## src/rtl/sfm_pkg.sv

```systemverilog
package sfm_pkg;
  typedef enum logic [1:0] {
    MRG_OFF     = 2'd0,
    MRG_NOMINAL = 2'd1,
    MRG_HIGH    = 2'd2,
    MRG_LOW     = 2'd3
  } margin_e;

  typedef enum logic {
    EVT_FAULT = 1'b0,
    EVT_READY = 1'b1
  } evt_sel_e;

  function automatic logic is_margining(input margin_e m);
    return (m == MRG_HIGH) || (m == MRG_LOW);
  endfunction
endpackage

```

## src/rtl/sfm_sync.sv

```systemverilog
module sfm_sync #(
  parameter int W      = 2,
  parameter int STAGES = 2,
  parameter logic [W-1:0] RST_VAL = '0
) (
  input  logic         clk,
  input  logic         rst_n,
  input  logic [W-1:0] d_i,
  output logic [W-1:0] q_o,
  output logic         primed_o
);
  logic [W-1:0]      stg [STAGES];
  logic [STAGES-1:0] fill;

  always_ff @(posedge clk or negedge rst_n) begin
    if (!rst_n) begin
      for (int i = 0; i < STAGES; i++) stg[i] <= RST_VAL;
      fill <= '0;
    end else begin
      stg[0] <= d_i;
      for (int i = 1; i < STAGES; i++) stg[i] <= stg[i-1];
      fill <= {fill[STAGES-2:0], 1'b1};
    end
  end

  assign q_o      = stg[STAGES-1];
  assign primed_o = fill[STAGES-1];

  AST_PRIMED_STAYS: assert property (@(posedge clk) disable iff (!rst_n)
    primed_o |=> primed_o);
endmodule

```

## src/rtl/sfm_debounce.sv

```systemverilog
module sfm_debounce #(
  parameter int   SAMPLES = 2,
  parameter logic RST_VAL = 1'b1
) (
  input  logic clk,
  input  logic rst_n,
  input  logic d_i,
  output logic db_o
);
  logic [SAMPLES-1:0] smp;
  logic               all_hi, all_lo;

  assign all_hi = &smp;
  assign all_lo = ~|smp;

  always_ff @(posedge clk or negedge rst_n) begin
    if (!rst_n) begin
      smp  <= {SAMPLES{RST_VAL}};
      db_o <= RST_VAL;
    end else begin
      smp <= {smp[SAMPLES-2:0], d_i};
      if (all_hi)      db_o <= 1'b1;
      else if (all_lo) db_o <= 1'b0;
    end
  end

  AST_DB_AGREE: assert property (@(posedge clk) disable iff (!rst_n)
    (db_o != $past(db_o)) |-> ($past(smp) == '0 || $past(smp) == '1));
endmodule

```

## src/rtl/sfm_fault_path.sv

```systemverilog
module sfm_fault_path
  import sfm_pkg::*;
#(
  parameter int NUM_CH = 2
) (
  input  logic              clk,
  input  logic              rst_n,
  input  logic [NUM_CH-1:0] cmp_s_i,
  input  logic              primed_i,
  input  logic [NUM_CH-1:0] cfg_ov_i,
  input  logic              cfg_mute_i,
  input  margin_e           margin_i,
  output logic [NUM_CH-1:0] live_o,
  output logic              fault_oe_o,
  output logic              holdoff_en_o
);
  logic [NUM_CH-1:0] chan_fault;
  logic              silenced;

  for (genvar c = 0; c < NUM_CH; c++) begin : g_chan
    assign chan_fault[c] = primed_i && (cfg_ov_i[c] ? cmp_s_i[c] : !cmp_s_i[c]);
  end

  assign silenced = cfg_mute_i && is_margining(margin_i);
  assign live_o   = chan_fault;

  always_ff @(posedge clk or negedge rst_n) begin
    if (!rst_n) begin
      fault_oe_o   <= 1'b0;
      holdoff_en_o <= 1'b0;
    end else begin
      fault_oe_o   <= (|chan_fault) && !silenced;
      holdoff_en_o <= (margin_i == MRG_NOMINAL);
    end
  end

  AST_SILENT_WHEN_MUTED: assert property (@(posedge clk) disable iff (!rst_n)
    (cfg_mute_i && is_margining(margin_i)) |=> !fault_oe_o);
  AST_FAULT_RELEASE: assert property (@(posedge clk) disable iff (!rst_n)
    (live_o == '0) |=> !fault_oe_o);
  AST_HOLDOFF_NOMINAL: assert property (@(posedge clk) disable iff (!rst_n)
    holdoff_en_o |-> ($past(margin_i) == MRG_NOMINAL));
endmodule

```

## src/rtl/sfm_latch.sv

```systemverilog
module sfm_latch
  import sfm_pkg::*;
#(
  parameter int NUM_CH = 2
) (
  input  logic              clk,
  input  logic              rst_n,
  input  evt_sel_e          sel_i,
  input  logic              rdy_high_i,
  input  logic              rdy_oe_i,
  input  logic              rdy_db_i,
  input  logic              fault_oe_i,
  input  logic [NUM_CH-1:0] live_i,
  input  logic              clr_i,
  output logic [NUM_CH-1:0] held_o
);
  logic fault_prev, rdy_prev;
  logic fault_rise, rdy_fall, capture;

  assign fault_rise = fault_oe_i && !fault_prev;
  assign rdy_fall   = rdy_prev && !rdy_db_i && rdy_high_i && !rdy_oe_i;
  assign capture    = (sel_i == EVT_FAULT) ? fault_rise : rdy_fall;

  always_ff @(posedge clk or negedge rst_n) begin
    if (!rst_n) begin
      fault_prev <= 1'b0;
      rdy_prev   <= 1'b1;
      held_o     <= '0;
    end else begin
      fault_prev <= fault_oe_i;
      rdy_prev   <= rdy_db_i;
      if (capture)    held_o <= live_i;
      else if (clr_i) held_o <= '0;
    end
  end

  AST_HELD_STABLE: assert property (@(posedge clk) disable iff (!rst_n)
    (!capture && !clr_i) |=> $stable(held_o));
  AST_CLEAR_ZEROES: assert property (@(posedge clk) disable iff (!rst_n)
    (clr_i && !capture) |=> (held_o == '0));
  AST_LOW_POLARITY_IGNORES_PIN: assert property (@(posedge clk) disable iff (!rst_n)
    (sel_i == EVT_READY && !rdy_high_i && !clr_i) |=> $stable(held_o));
endmodule

```

## src/rtl/supply_fault_monitor.sv

```systemverilog
module supply_fault_monitor
  import sfm_pkg::*;
#(
  parameter int NUM_CH      = 2,
  parameter int SYNC_STAGES = 2,
  parameter int DB_SAMPLES  = 2,
  localparam int STAT_W     = 2 * NUM_CH
) (
  input  logic              clk,
  input  logic              rst_n,
  input  logic [NUM_CH-1:0] cmp_i,
  input  logic [NUM_CH-1:0] cfg_ov_i,
  input  logic              cfg_mute_margin_i,
  input  logic              cfg_evt_sel_i,
  input  logic              cfg_rdy_high_i,
  input  logic [1:0]        margin_state_i,
  input  logic              at_target_i,
  input  logic              rdy_pin_i,
  input  logic              latch_clr_i,
  output logic              fault_oe_o,
  output logic              rdy_oe_o,
  output logic              holdoff_en_o,
  output logic [STAT_W-1:0] status_o
);
  logic [NUM_CH-1:0] cmp_s, live, held;
  logic [NUM_CH-1:0] live_q;
  logic              cmp_primed, rdy_s, rdy_primed, rdy_db;
  margin_e           margin;
  evt_sel_e          evt_sel;

  assign margin  = margin_e'(margin_state_i);
  assign evt_sel = evt_sel_e'(cfg_evt_sel_i);

  sfm_sync #(.W(NUM_CH), .STAGES(SYNC_STAGES), .RST_VAL('0)) u_cmp_sync (
    .clk(clk), .rst_n(rst_n), .d_i(cmp_i), .q_o(cmp_s), .primed_o(cmp_primed));

  sfm_sync #(.W(1), .STAGES(SYNC_STAGES), .RST_VAL(1'b1)) u_rdy_sync (
    .clk(clk), .rst_n(rst_n), .d_i(rdy_pin_i), .q_o(rdy_s), .primed_o(rdy_primed));

  sfm_debounce #(.SAMPLES(DB_SAMPLES), .RST_VAL(1'b1)) u_rdy_db (
    .clk(clk), .rst_n(rst_n), .d_i(rdy_s || !rdy_primed), .db_o(rdy_db));

  sfm_fault_path #(.NUM_CH(NUM_CH)) u_fault (
    .clk(clk), .rst_n(rst_n), .cmp_s_i(cmp_s), .primed_i(cmp_primed),
    .cfg_ov_i(cfg_ov_i), .cfg_mute_i(cfg_mute_margin_i), .margin_i(margin),
    .live_o(live), .fault_oe_o(fault_oe_o), .holdoff_en_o(holdoff_en_o));

  sfm_latch #(.NUM_CH(NUM_CH)) u_latch (
    .clk(clk), .rst_n(rst_n), .sel_i(evt_sel), .rdy_high_i(cfg_rdy_high_i),
    .rdy_oe_i(rdy_oe_o), .rdy_db_i(rdy_db), .fault_oe_i(fault_oe_o),
    .live_i(live), .clr_i(latch_clr_i), .held_o(held));

  always_ff @(posedge clk or negedge rst_n) begin
    if (!rst_n) begin
      live_q   <= '0;
      rdy_oe_o <= 1'b0;
    end else begin
      live_q   <= live;
      rdy_oe_o <= cfg_rdy_high_i ? !at_target_i : at_target_i;
    end
  end

  assign status_o = {held, live_q};

  AST_NO_FAULT_UNPRIMED: assert property (@(posedge clk) disable iff (!rst_n)
    !cmp_primed |=> !fault_oe_o);
  AST_FAULT_HAS_CAUSE: assert property (@(posedge clk) disable iff (!rst_n)
    fault_oe_o |-> ($past(live) != '0));
endmodule

```

## config.mk

```make
export PLATFORM = sky130hd
export DESIGN_NAME = supply_fault_monitor
export DESIGN_NICKNAME = d
export VERILOG_FILES = /design/src/rtl/sfm_pkg.sv /design/src/rtl/sfm_sync.sv /design/src/rtl/sfm_debounce.sv /design/src/rtl/sfm_fault_path.sv /design/src/rtl/sfm_latch.sv /design/src/rtl/supply_fault_monitor.sv
export SDC_FILE = /design/constraint.sdc
export NUM_CORES = 1
export LEC_CHECK = 0
export BUFFER_PORTS_ARGS = -buffer_cell sky130_fd_sc_hd__buf_4
export CORE_UTILIZATION = 52
export DETAILED_ROUTE_END_ITERATION = 10
export PLACE_DENSITY = 0.8
export SYNTH_ARGS = -nofsm -noshare
export SYNTH_HDL_FRONTEND = slang
export SYNTH_HIERARCHICAL = 1
export SYNTH_SLANG_ARGS = --single-unit
```

## constraint.sdc

```tcl
create_clock -name clk -period 2.3 [get_ports clk]
set_input_delay 0.46 -clock clk [delete_from_list [all_inputs] [get_ports clk]]
set_output_delay 0.46 -clock clk [all_outputs]
set_load 0.1 [all_outputs]
```

==> flow_summary.ini, run 1 <==
[status]
result_of_the_run = finished clean

[clock_network]
cts_max_level = 1
path_clk_slew_ns = 0.11
cts_post_setup_buffers_inserted = 0
tritoncts_num_sinks = 22
clock_latency_ns = 0.30
clk_path_buf_depth = 2
cts_tree = done
cts-buffers-inserted = 3
cts.root.buffer_cell = sky130_fd_sc_hd__clkbuf_4
count_of_instances_resized_after_the_clock_tree_is_built = 0
ctsHoldBuffers = 0

[sta]
slew_viol_final = 0
achievable-frequency_mhz = 679
period_needed_ns = 1.47
worst_clock_skew_ns = 0.00433
report.final.hold_viol_count = 0
setup-violations-final = 0
grt_setup_unrepaired = no
timing.setup.tns_ns = 0
timing.final.crit_share_pct = 64.0

[worst_setup_path]
worstSetupEndpointType = primary output
cp_max_fo = 3
worstPathCellList = buf_4
worst_setup_path_start_kind = flop
timing.critical_path.required_ns = 1.84
critical_path.slowest_cell = sky130_fd_sc_hd__dfrtp_1
path_delay_family = flip-flops
worst-setup-path-type = reg -> out
critical_path_buf_inv_count = 1
arrival_ns = 1.01
worst_path_largest_cell_delay_ns = 0.41
critPathLaunch = u_fault/fault_oe_o
worst_r2r_startpoint = u_rdy_db/db_o

[yosys]
ys_types = 18
post_synth.cell_area_avg_um2 = 16.8
ys_seq_elements = 22
leading_area_contributor_after_synthesis = sky130_fd_sc_hd__dfrtp_1
synth_edf_count = 0
seq_area_frac_synth_pct = 75.3
post_synth_instance_area_um2 = 741
mappedNetlistNets = 59
ys_dominant_reg_cell = sky130_fd_sc_hd__dfrtp_1
postSynthCellCount = 44
async_reset_ff_share_pct = 100
synth_top_area_share_pct = 54.1
synth_top_cells_by_area = sky130_fd_sc_hd__dfrtp_1 54%, sky130_fd_sc_hd__dfstp_2 21%, sky130_fd_sc_hd__mux2_1 3.0%
yosys_warnings = 6

[route]
drtAntennaViolNets = 0
vias_per_cell = 4.84
route.final.wire_length_um = 1060
via_count = 392
per_cell_routed_wire_length_um = 13.1
drcViolationCount = 0
first_pass_iters = 2
dr.first_iter.drc_count = 5

[die]
placementRows = 13
floorplan.initialDensity_pct = 56.2
coreArea_um2 = 1320
die-width_um = 39.7
top_level_ports = 21
chipHeight_um = 39.7
dieArea_um2 = 1580

[power]
power.ir.vdd_worst_v = 0.000550
leakage_nw = 0.459
cellPowerDensity_nw_per_um2 = 827

[cells_and_area]
final_common_cell = sky130_fd_sc_hd__buf_4
syn_to_final_growth_pct = 25.7
post-route-util_pct = 70.7
layout-drive-gt1-share_pct = 51.5
n_antenna_cell = 0
final_net_count = 82
most-common-layout-cells = 20 x sky130_fd_sc_hd__buf_4, 16 x sky130_fd_sc_hd__dfrtp_1, 6 x sky130_fd_sc_hd__dfstp_2, 3 x sky130_fd_sc_hd__clkbuf_4, 3 x sky130_fd_sc_hd__nor2b_1
post-route-cell-area_um2 = 931

[global_route]
grt_max_degree = 23
grt_usage_pct = 18.0
global_route.overflow_total = 0
first_global_vias = 401
grt_first_pass_wirelength_um = 1640
grt_antenna_before_repair = 0

[place]
port_buffers = 20
dpl_cell_area_um2 = 895
globalplace.congestion = 0.598
dp_hpwl_um = 794

[flow_run]
max_capacitance_violation_count = 0

[hold_path]
hold_path_class = in -> async
## flip-flops by register name, summed over array words and instances (netlist names)
| register | count |
|---|---|
| u_fault/holdoff_en_o | 1 |
| u_latch/rdy_prev | 1 |
| u_rdy_sync/fill | 2 |
| u_rdy_sync/q_o | 1 |
| rdy_oe_o | 1 |
| u_rdy_db/db_o | 1 |
| u_fault/fault_oe_o | 1 |
| u_cmp_sync/q_o | 2 |
| u_cmp_sync/fill | 2 |
| u_rdy_sync/stg | 1 |
| u_cmp_sync/stg | 2 |
| u_latch/fault_prev | 1 |
| live_q | 2 |
| u_rdy_db/smp | 2 |
| u_latch/held_o | 2 |
## report_power, final
part | leakage, nW | switching [mW] | internal, mW
Clock | 0.0210 | 0.105 | 0.0964
Sequential | 0.260 | 0.0124 | 0.420
Combinational | 0.178 | 0.0927 | 0.0431
Total | 0.459 | 0.210 | 0.559
## final cells by class
type / count / area, um^2
multi-input combinational: 20 / 168
sequential: 22 / 558
fill: 87 / 387
timing repair buffer: 20 / 150
clock buffer: 4 / 36.3
tap: 15 / 18.8
## cells in the mapped netlist, types with 2 or more instances
library cell	n
sky130_fd_sc_hd__xnor2_1	2
sky130_fd_sc_hd__buf_4	2
sky130_fd_sc_hd__dfrtp_1	16
sky130_fd_sc_hd__nor2b_1	3
sky130_fd_sc_hd__conb_1	2
sky130_fd_sc_hd__mux2_1	2
sky130_fd_sc_hd__dfstp_2	6
## per-layer routing
layer,global-route usage (%),vias to the layer above,wire length (um)
li1,-,180,-
met1,17.0,198,429
met2,29.9,14,573
met3,8.52,0,55
met4,12.9,0,0
met5,0,-,0
## metrics by stage
step	std cells	total power, mW	hold slack (ns)	setup slack, ns
after floorplan	44	0.529	0.164	0.541
after global placement	77	0.571	0.332	0.914
after detailed placement	77	0.576	0.340	0.879
after CTS	81	0.781	0.0165	0.811
after global routing	81	0.810	0.00888	0.765
final	81	0.770	0.0221	0.828
## final timing paths
path,cells after the start,slack [ns],to
worst max-delay path,1,0.83,fault_oe_o
worst min-delay path,1,0.02,u_rdy_sync/fill[0]
worst max register to register,3,0.88,u_latch/held_o[1]
worst min register to register,0,0.36,u_cmp_sync/q_o[0]
max in group asynchronous,1,2.01,u_rdy_sync/q_o
min in group clk,1,0.26,u_rdy_sync/stg[1]
## kinds of logic after synthesis
group | synth area share (%)
compound gates | 3.04
simple gates | 8.28
mux | 5.07
xor+xnor | 3.55
other cells | 1.01
buf+inv | 2.03
flops | 75.3
fa+ha+maj | 1.69
Power figures use the tool's default switching activity.
==> run 2: changes to the inputs <==
ABC_AREA = 1   (was not set)
CORE_UTILIZATION = 44   (was 52)
PLACE_DENSITY = 0.71   (was 0.8)
clock period = 1.3 ns   (was 2.3 ns; I/O delays follow)
==> flow_summary.ini, run 2 <==
[status]
result_of_the_run = finished clean

[power]
cellPowerDensity_nw_per_um2 = 1340
power.ir.vdd_worst_v = 0.000899
power.net_switching_mw = 0.376
power_frac_comb_pct = 18.5
power_switching_share_pct = 28.7
internal_power_mw = 0.933
leakage_nw = 0.543
seqPwrFrac_pct = 58.5
power_frac_clock_pct = 23.0

[yosys]
ys_seq_elements = 22
post_synth_instance_area_um2 = 782
synth_top_area_share_pct = 51.2
synth_edf_count = 0
ys_types = 14
yosys_warnings = 6
post-synth-top-count-cell = sky130_fd_sc_hd__nand2_1
postSynthCellCount = 70
synth_top_cells_by_area = sky130_fd_sc_hd__dfrtp_1 51%, sky130_fd_sc_hd__dfstp_2 20%, sky130_fd_sc_hd__nand2_1 8.2%
mappedNetlistNets = 85
async_reset_ff_share_pct = 100
ys_dominant_reg_cell = sky130_fd_sc_hd__dfrtp_1
post_synth.cell_area_avg_um2 = 11.2
post_synth_most_frequent_cells = 17 x sky130_fd_sc_hd__nand2_1, 16 x sky130_fd_sc_hd__dfrtp_1, 14 x sky130_fd_sc_hd__inv_1, 6 x sky130_fd_sc_hd__dfstp_2
leading_area_contributor_after_synthesis = sky130_fd_sc_hd__dfrtp_1
seq_area_frac_synth_pct = 71.4

[clock_network]
path_clk_slew_ns = 0.11
cts.root.buffer_cell = sky130_fd_sc_hd__clkbuf_4
cts_tree = done
clk_path_buf_depth = 2
cts_max_level = 1
clock_latency_ns = 0.30
cts-buffers-inserted = 3
tritoncts_num_sinks = 22

[global_route]
grt_usage_pct = 14.1
grt_antenna_before_repair = 0
grt_first_pass_wirelength_um = 1870
first_global_vias = 482
grt_max_degree = 23
global_route.overflow_total = 0

[worst_setup_path]
path_delay_family = flip-flops
cp_max_fo = 2
worst_path_largest_cell_delay_ns = 0.37
timing.critical_path.required_ns = 1.04
worst_setup_path_start_kind = flop
worst-setup-path-type = reg -> out
worstSetupEndpointType = primary output
critical_path_buf_inv_count = 1
critical_path.slowest_cell = sky130_fd_sc_hd__dfrtp_1
worstPathCellList = buf_4
arrival_ns = 0.97

[cells_and_area]
final_net_count = 109
n_antenna_cell = 0
most-common-layout-cells = 19 x sky130_fd_sc_hd__buf_4, 17 x sky130_fd_sc_hd__nand2_1, 14 x sky130_fd_sc_hd__inv_1, 14 x sky130_fd_sc_hd__dfrtp_1, 6 x sky130_fd_sc_hd__dfstp_2
final_common_cell = sky130_fd_sc_hd__buf_4
post-route-cell-area_um2 = 980
layout-drive-gt1-share_pct = 39.8
post-route-util_pct = 62.1
syn_to_final_growth_pct = 25.3

[sta]
achievable-frequency_mhz = 815
grt_setup_unrepaired = no
report.final.hold_viol_count = 0
timing.setup.tns_ns = 0
slew_viol_final = 0
timing.final.crit_share_pct = 94.4
setup-violations-final = 0
period_needed_ns = 1.23
worst_clock_skew_ns = 0.0129

[die]
floorplan.initialDensity_pct = 49.6
chipHeight_um = 44.2
dieArea_um2 = 1950
coreArea_um2 = 1580
placementRows = 14
die-width_um = 44.2
top_level_ports = 21

[route]
vias_per_cell = 4.51
route.final.wire_length_um = 1070
per_cell_routed_wire_length_um = 9.83
drtAntennaViolNets = 0
via_count = 492
first_pass_iters = 6
dr.first_iter.drc_count = 2
drcViolationCount = 0

[place]
dp_hpwl_um = 790
port_buffers = 20
dpl_cell_area_um2 = 940
globalplace.congestion = 0.726

[flow_run]
max_capacitance_violation_count = 0

[hold_path]
hold_path_class = in -> reg
run 2: layout make-up:
type / count / area [um^2]
fill: 137 / 597
sequential: 22 / 561
timing repair buffer: 21 / 164
multi-input combinational: 32 / 156
inverter: 14 / 52.6
clock buffer: 4 / 26.3
tap: 16 / 20.0
run 2: per-layer routing:
metal	vias to the layer above	global-route usage, %	wire length, um
li1	243	-	-
met1	229	13.3	438
met2	18	24.4	542
met3	2	7.76	76
met4	0	7.27	14
met5	-	0	0
run 2: power groups by stage:
stage / logic, mW / registers, mW / clock network (mW)
6_report: 0.242 / 0.765 / 0.301
5_1_grt: 0.260 / 0.770 / 0.353
4_1_cts: 0.242 / 0.766 / 0.320
3_5_place_dp: 0.240 / 0.779 / 0
3_3_place_gp: 0.235 / 0.776 / 0
2_1_floorplan: 0.0517 / 0.886 / 0
run 2: cells by family (layout without fill, tap and decap cells):
kind of cell	Yosys count	after routing	share of synthesized area [%]
flip-flops	22	22	71.4
other	2	2	0.960
adder cells (fa/ha/maj)	1	1	1.60
AO/OA/AOI/OAI	1	1	1.12
AND/OR/NAND/NOR	28	28	16.3
buffers and inverters	16	39	8.64
run 2: worst paths after layout:
kind	endpoint	cells past startpoint	slack, ns	startpoint
worst min register to register	u_cmp_sync/q_o[1]	0	0.36	u_cmp_sync/stg[3]
worst max register to register	u_latch/held_o[1]	5	0.28	u_latch/rdy_prev
max in group asynchronous	u_rdy_sync/stg[1]	2	0.66	rst_n
min in group asynchronous	u_latch/fault_prev	2	0.36	rst_n
worst max-delay path	status_o[3]	1	0.07	u_latch/held_o[1]
worst min-delay path	u_rdy_sync/stg[1]	1	0.07	rdy_pin_i
run 2: repair_timing:
| item | 4_1_cts | 5_1_grt |
|---|---|---|
| setup buffers | 0 | 0 |
| hold endpoints to repair | 16 | 0 |
| hold buffers | 1 | 0 |
| gates resized for setup | 0 | 1 |
| endpoints found under the setup margin | 0 | 1 |
run 2: through the flow:
stage               power [mW]  worst slack (ns)  hold slack (ns)  cells
detailed placement        1.02             0.304            0.159    104
CTS                       1.33            0.0346           0.0478    109
global route              1.38            0.0273           0.0291    109
floorplan                0.938            0.0968          -0.0356     70
global placement          1.01             0.359            0.155    104
finish                    1.31            0.0729           0.0667    109
